<file path="src/rtl/sag_pkg.sv">
// Package: shared constants and the sequencer state type of the
// sector address generator. Assumes 8-bit task-file registers.
package sag_pkg;
    localparam int MODE_BIT = 6;   // drive/head bit selecting block mode
    localparam int HEAD_W   = 4;   // head field / top block bits

    typedef enum logic [1:0] {
        ST_IDLE = 2'd0,
        ST_MUL1 = 2'd1,
        ST_MUL2 = 2'd2,
        ST_MUL3 = 2'd3
    } sag_state_t;
endpackage

</file>
<file path="src/rtl/sag_field_decode.sv">
// Module: splits the task-file registers into mode, flat block number,
// cylinder and head, and flags register contents that cylinder/head/sector
// mode cannot use. Purely combinational; assumes inputs are stable
// when sampled by the caller.
module sag_field_decode
    import sag_pkg::*;
#(
    parameter int REG_W = 8
) (
    input  logic [REG_W-1:0]              drv_head,
    input  logic [REG_W-1:0]              cyl_hi,
    input  logic [REG_W-1:0]              cyl_lo,
    input  logic [REG_W-1:0]              sect_num,
    input  logic [REG_W-1:0]              geo_heads,
    input  logic [REG_W-1:0]              geo_spt,
    output logic                          blk_mode,
    output logic [HEAD_W+3*REG_W-1:0]     flat_blk,
    output logic [2*REG_W-1:0]            cyl,
    output logic [HEAD_W-1:0]             head,
    output logic                          bad_req
);
    // Field extraction and rejection of unusable geometry or sector zero
    always_comb begin
        blk_mode = drv_head[MODE_BIT];
        head     = drv_head[HEAD_W-1:0];
        cyl      = {cyl_hi, cyl_lo};
        flat_blk = {drv_head[HEAD_W-1:0], cyl_hi, cyl_lo, sect_num};
        bad_req  = !blk_mode &&
                   ((geo_heads == '0) || (geo_spt == '0) || (sect_num == '0));
    end
endmodule

</file>
<file path="src/rtl/sag_muladd.sv">
// Module: combinational y = a * b + c, with the result sized to YW.
// A narrower YW keeps the low bits (modulo 2^YW). Assumes AW+BW is
// within the tool's multiplier limit.
module sag_muladd #(
    parameter int AW = 8,
    parameter int BW = 8,
    parameter int CW = 8,
    parameter int YW = 16
) (
    input  logic [AW-1:0] a,
    input  logic [BW-1:0] b,
    input  logic [CW-1:0] c,
    output logic [YW-1:0] y
);
    localparam int PW = AW + BW;

    logic [PW-1:0] prod;

    // Full-width product, then resize and add the offset
    always_comb begin
        prod = PW'(a) * PW'(b);
        y    = YW'(prod) + YW'(c);
    end
endmodule

</file>
<file path="src/rtl/sector_addr_gen.sv">
// Module: top of the sector byte-address generator. A start pulse
// accepted while idle captures the task-file and geometry inputs. Three
// pipeline edges then form (cyl*heads+head), the block number and the
// byte address. A one-cycle done pulse carries valid or err. While
// idle with a good result, advance steps the address by one captured
// sector size. Assumes DEF_SECT fits in SZ_W bits.
module sector_addr_gen
    import sag_pkg::*;
#(
    parameter int REG_W    = 8,
    parameter int SZ_W     = 14,
    parameter int ADDR_W   = 40,
    parameter int DEF_SECT = 512
) (
    input  logic              clk,
    input  logic              rst_n,
    input  logic              start,
    input  logic              advance,
    input  logic [REG_W-1:0]  drv_head,
    input  logic [REG_W-1:0]  cyl_hi,
    input  logic [REG_W-1:0]  cyl_lo,
    input  logic [REG_W-1:0]  sect_num,
    input  logic [REG_W-1:0]  geo_heads,
    input  logic [REG_W-1:0]  geo_spt,
    input  logic [SZ_W-1:0]   sect_bytes,
    output logic              busy,
    output logic              done,
    output logic              valid,
    output logic              err,
    output logic [ADDR_W-1:0] byte_addr
);
    localparam int CYL_W  = 2 * REG_W;
    localparam int FLAT_W = HEAD_W + 3 * REG_W;
    localparam int PART_W = CYL_W + REG_W;
    localparam int BLK_W  = PART_W + REG_W;

    sag_state_t        st;
    logic              accept;

    logic              d_mode, d_bad;
    logic [FLAT_W-1:0] d_flat;
    logic [CYL_W-1:0]  d_cyl;
    logic [HEAD_W-1:0] d_head;
    logic [SZ_W-1:0]   size_eff;

    logic              r_mode, r_bad;
    logic [FLAT_W-1:0] r_flat;
    logic [CYL_W-1:0]  r_cyl;
    logic [HEAD_W-1:0] r_head;
    logic [REG_W-1:0]  r_heads, r_spt, r_sect;
    logic [SZ_W-1:0]   r_size;
    logic [PART_W-1:0] r_part;
    logic [BLK_W-1:0]  r_blk;

    logic [PART_W-1:0] part_nx;
    logic [BLK_W-1:0]  trk_nx;
    logic [ADDR_W-1:0] addr_nx;

    sag_field_decode #(.REG_W(REG_W)) u_dec (
        .drv_head  (drv_head),
        .cyl_hi    (cyl_hi),
        .cyl_lo    (cyl_lo),
        .sect_num  (sect_num),
        .geo_heads (geo_heads),
        .geo_spt   (geo_spt),
        .blk_mode  (d_mode),
        .flat_blk  (d_flat),
        .cyl       (d_cyl),
        .head      (d_head),
        .bad_req   (d_bad)
    );

    // Stage 1: cylinder * heads + head
    sag_muladd #(.AW(CYL_W), .BW(REG_W), .CW(HEAD_W), .YW(PART_W)) u_mul1 (
        .a (r_cyl), .b (r_heads), .c (r_head), .y (part_nx)
    );

    // Stage 2: partial * sectors-per-track + sector (one is subtracted below)
    sag_muladd #(.AW(PART_W), .BW(REG_W), .CW(REG_W), .YW(BLK_W)) u_mul2 (
        .a (r_part), .b (r_spt), .c (r_sect), .y (trk_nx)
    );

    // Stage 3: block * sector size, modulo 2^ADDR_W
    sag_muladd #(.AW(BLK_W), .BW(SZ_W), .CW(1), .YW(ADDR_W)) u_mul3 (
        .a (r_blk), .b (r_size), .c (1'b0), .y (addr_nx)
    );

    // Start acceptance and default sector size substitution
    assign accept   = (st == ST_IDLE) && start;
    assign size_eff = (sect_bytes == '0) ? SZ_W'(DEF_SECT) : sect_bytes;
    assign busy     = (st != ST_IDLE);

    // Sequencer, operand capture and pipeline registers
    always_ff @(posedge clk) begin
        if (!rst_n) begin
            st      <= ST_IDLE;
            r_mode  <= 1'b0;
            r_bad   <= 1'b0;
            r_flat  <= '0;
            r_cyl   <= '0;
            r_head  <= '0;
            r_heads <= '0;
            r_spt   <= '0;
            r_sect  <= '0;
            r_size  <= SZ_W'(DEF_SECT);
            r_part  <= '0;
            r_blk   <= '0;
        end else begin
            case (st)
                ST_IDLE: begin
                    if (accept) begin
                        r_mode  <= d_mode;
                        r_bad   <= d_bad;
                        r_flat  <= d_flat;
                        r_cyl   <= d_cyl;
                        r_head  <= d_head;
                        r_heads <= geo_heads;
                        r_spt   <= geo_spt;
                        r_sect  <= sect_num;
                        r_size  <= size_eff;
                        st      <= ST_MUL1;
                    end
                end
                ST_MUL1: begin
                    r_part <= part_nx;
                    st     <= ST_MUL2;
                end
                ST_MUL2: begin
                    r_blk <= r_mode ? BLK_W'(r_flat) : (trk_nx - BLK_W'(1));
                    st    <= ST_MUL3;
                end
                default: begin
                    st <= ST_IDLE;
                end
            endcase
        end
    end

    // Result, status and sector-advance registers
    always_ff @(posedge clk) begin
        if (!rst_n) begin
            done      <= 1'b0;
            valid     <= 1'b0;
            err       <= 1'b0;
            byte_addr <= '0;
        end else begin
            done <= 1'b0;
            if (accept) begin
                valid <= 1'b0;
                err   <= 1'b0;
            end else if (st == ST_MUL3) begin
                done <= 1'b1;
                if (r_bad) begin
                    err       <= 1'b1;
                    valid     <= 1'b0;
                    byte_addr <= '0;
                end else begin
                    valid     <= 1'b1;
                    byte_addr <= addr_nx;
                end
            end else if ((st == ST_IDLE) && advance && valid) begin
                byte_addr <= byte_addr + ADDR_W'(r_size);
            end
        end
    end
endmodule

</file>
<file path="config.mk">
export PLATFORM = sky130hd
export DESIGN_NAME = sector_addr_gen
export DESIGN_NICKNAME = d
export VERILOG_FILES = /design/src/rtl/sag_pkg.sv /design/src/rtl/sag_field_decode.sv /design/src/rtl/sag_muladd.sv /design/src/rtl/sector_addr_gen.sv
export SDC_FILE = /design/constraint.sdc
export NUM_CORES = 2
export LEC_CHECK = 0
export ABC_AREA = 1
export BUFFER_PORTS_ARGS = -buffer_cell sky130_fd_sc_hd__buf_2
export CAP_MARGIN = 5
export CORE_MARGIN = 4
export CORE_UTILIZATION = 55
export CTS_CLUSTER_DIAMETER = 150
export DETAILED_ROUTE_END_ITERATION = 7
export PLACE_DENSITY = 0.72
export RECOVER_POWER = 100
export SETUP_SLACK_MARGIN = 0.02
export SLEW_MARGIN = 0
export SYNTH_ARGS = -nofsm -noshare
export SYNTH_HDL_FRONTEND = slang
export SYNTH_SLANG_ARGS = --single-unit
export TNS_END_PERCENT = 100
</file>
<file path="constraint.sdc">
create_clock -name clk -period 15.3 [get_ports clk]
set_clock_uncertainty 0.05 [all_clocks]
set_input_delay 1.53 -clock clk [delete_from_list [all_inputs] [get_ports clk]]
set_output_delay 1.53 -clock clk [all_outputs]
set_load 0.01 [all_outputs]
</file>
==> qor.yml <==
status:
  status: "finished, violations left"
  violations: "capacitance limit, slew limit"
finish:
  final_nets: 5858
  nFillCells: 6026
  area_delta_synth_final_pct: 4.17
  n_antenna_cell: 0
  stdcell_count: 5814
  final_area_sq_um: 36100
  drive_above_1_share_pct: 3.23
cts:
  cts_hold_buf: 0
  cts_resized: 0
  clock_path_buffers: 2
  cts-htree-levels: 4
  clkTransAtPathRegs_ps: 70
  clockRootBuffer: "clkbuf_16"
  cts_tree: "built"
  cts_sinks: 161
  post-cts-setup-buffers: 0
  clk_latency_ps: 460
  numCtsBuffers: 17
grt:
  grtUsageTotal_pct: 30.6
  first_global_vias: 30700
  grt_max_degree: 68
  overflow: 0
  grt_pass1_wl_mm: 163
  antenna_found_initial: 2
timing:
  finalCritPeriodShare_pct: 58.6
  maxSlewViolCount: 293
  period_needed_ps: 8960
  final_hold_viol_count: 0
  finalSetupTns_ps: 0
  slew_headroom_pct: -109
  rsz0062_at_grt: "false"
  setup_violations: 0
  fmax_mhz: 112
  worstMarginPinSlew_ps: 3130
floorplanning:
  fp.coreArea_sq_um: 62100
  start_util_pct: 55.8
  die_area_sq_um: 67000
  ios: 110
  fp-row-count: 91
  die_width_microns: 259
  die_h_microns: 259
drt:
  vias: 30900
  viasPerCell: 5.32
  drtAntennaViolNets: 0
  drc_errors: 0
  wirelength_mm: 101
  firstDrtPassIters: 7
  wl_per_cell_microns: 17.4
  drtIter0Drc: 2619
logic_synthesis:
  yosysSeqAreaShare_pct: 9.31
  ys_seq_elements: 161
  synth_edf_count: 0
  syn_nets: 5931
  async_flop_share_pct: 0
  avgSynthCellArea_sq_um: 6.87
  synth_area_sq_um: 34600
  synth-main-ff-cell: "dfxtp_1"
  ys_types: 46
  ys_warn_count: 0
  synth_cells: 5037
worst_setup_path:
  critPathRequiredTime_ps: 15440
  path_class: "input port to register"
  crit_fanout: 67
  crit_arrival_ps: 9100
  end_kind: "register"
  start_kind: "input port"
pwr:
  powerDensity_nw_per_um2: 179
  internal_power_uw: 2480
  ir_drop_mv: 0.212
  p_leak_uw: 0.0205
  comb_power_share_pct: 78.4
  p_clk_share_pct: 7.0
  netSwitchingPower_uw: 3960
  power_frac_seq_pct: 14.6
  switching_share_pct: 61.5
run:
  maxCapViolations: 5
place:
  io_buffers: 106
  place.gp.congestion: 0.966
  dp_cells: 5782
  place.detailed.hpwl_mm: 80.5
  placed_area_sq_um: 35500
hold_path:
  min_path_type: "register to register"
[Yosys cell counts (22+ instances only)]
master       n  area share, %
nand3_1    203            2.9
o21ai_0    180            2.6
nor3_1      22           0.32
nand2_1   1436             16
nor2_1     291            3.2
inv_1     1265             14
a21oi_1    216            3.1
clkbuf_1   207            2.2
dfxtp_1    161            9.3
nand4_1     41           0.74
ha_1       252            9.1
fa_1       576             33
[cell usage in the layout, fill, tap and decap left out, types with 3 or more instances in the layout]
cell type and count:
a21oi_1 216, inv_2 9, dfxtp_1 161, nand2_2 12
nand3b_1 11, o21bai_1 13, ha_1 252, buf_4 21
o21ai_0 183, fa_1 576, inv_6 5, nand2_1 1435
nand4_1 41, inv_1 1266, a21o_1 6, a211oi_1 3
clkinv_8 3, nor3_4 3, clkbuf_16 17, o211ai_1 12
xor2_1 21, a31oi_1 16, nor3_1 22, clkbuf_1 51
inv_8 4, and2_1 3, nand3_1 204, xnor2_1 7
a21boi_0 7, nor2_1 291, nor4_1 11, nor2_2 9
nor2_4 3, buf_2 60, or2_2 4
[stage by stage]
stage | power [uW] | util [%] | hold WS (ps) | setup slack (ps)
2_1_floorplan | 4410 | - | 393 | 9820
3_3_place_gp | 5870 | 57.3 | 382 | 8890
3_5_place_dp | 5940 | 57.3 | 384 | 8890
4_1_cts | 6420 | 58.3 | 400 | 8850
5_1_grt | 7160 | 58.1 | 411 | 5610
6_report | 6440 | 58.1 | 398 | 6340
[power by group through the flow]
stage          registers, uW  logic (uW)  clock network [uW]
2_1_floorplan            616        3790                   0
4_1_cts                  927        5040                 455
3_3_place_gp             933        4940                   0
6_report                 941        5050                 451
3_5_place_dp             936        5010                   0
5_1_grt                  956        5730                 471
[cell families after synthesis]
family	synth area share [%]
simple gates	24.1
buf+inv	16.3
flops	9.31
compound gates	7.18
fa+ha+maj	42.4
xor+xnor	0.708
[layer usage]
layer	up-vias	GRT usage [%]	wire, microns
met3	220	3.69	6550
met1	15000	40.1	41600
met4	4	11.5	4170
met5	-	0	23
li1	14600	-	-
met2	1089	52.2	48700
[critical path, stage by stage]
cell and delay [ps]:
clkbuf_1 120, nand2_2 70, clkbuf_1 1870, inv_1 1550, a21oi_4 390, clkbuf_1 1890
inv_1 1100, a211oi_1 440, a211oi_1 70
[flip-flops by register name, indices dropped and copies added (netlist names)]
signal / cells
r_bad: 1
r_size: 14
r_heads: 8
err: 1
r_spt: 8
st: 2
done: 1
r_flat: 28
byte_addr: 40
r_mode: 1
r_part: 24
r_blk: 32
valid: 1
[layout make-up]
class	instances	area, sq um	share of cell area [%]
Clock inverter	15	184	0.510
Timing Repair Buffer	132	649	1.80
Multi-Input combinational cell	3376	25700	71.4
Inverter	1276	4790	13.3
Sequential cell	161	3220	8.94
Clock buffer	17	425	1.18
Tap cell	837	1050	2.90
[path summary, 6_finish.rpt]
| path | from | to | slack (ps) | depth (start not counted) |
|---|---|---|---|---|
| worst max-delay path | start | byte_addr[1]$_SDFFE_PN0P_ | 6340 | 9 |
| worst min-delay path | r_size[4]$_SDFFE_PN0P_ | r_size[4]$_SDFFE_PN0P_ | 400 | 2 |
| worst max register to register | st[0]$_SDFFE_PN0P_ | byte_addr[1]$_SDFFE_PN0P_ | 6820 | 10 |
| worst min register to register | r_size[4]$_SDFFE_PN0P_ | r_size[4]$_SDFFE_PN0P_ | 400 | 2 |
No activity file was read; power rests on OpenSTA's default activity.
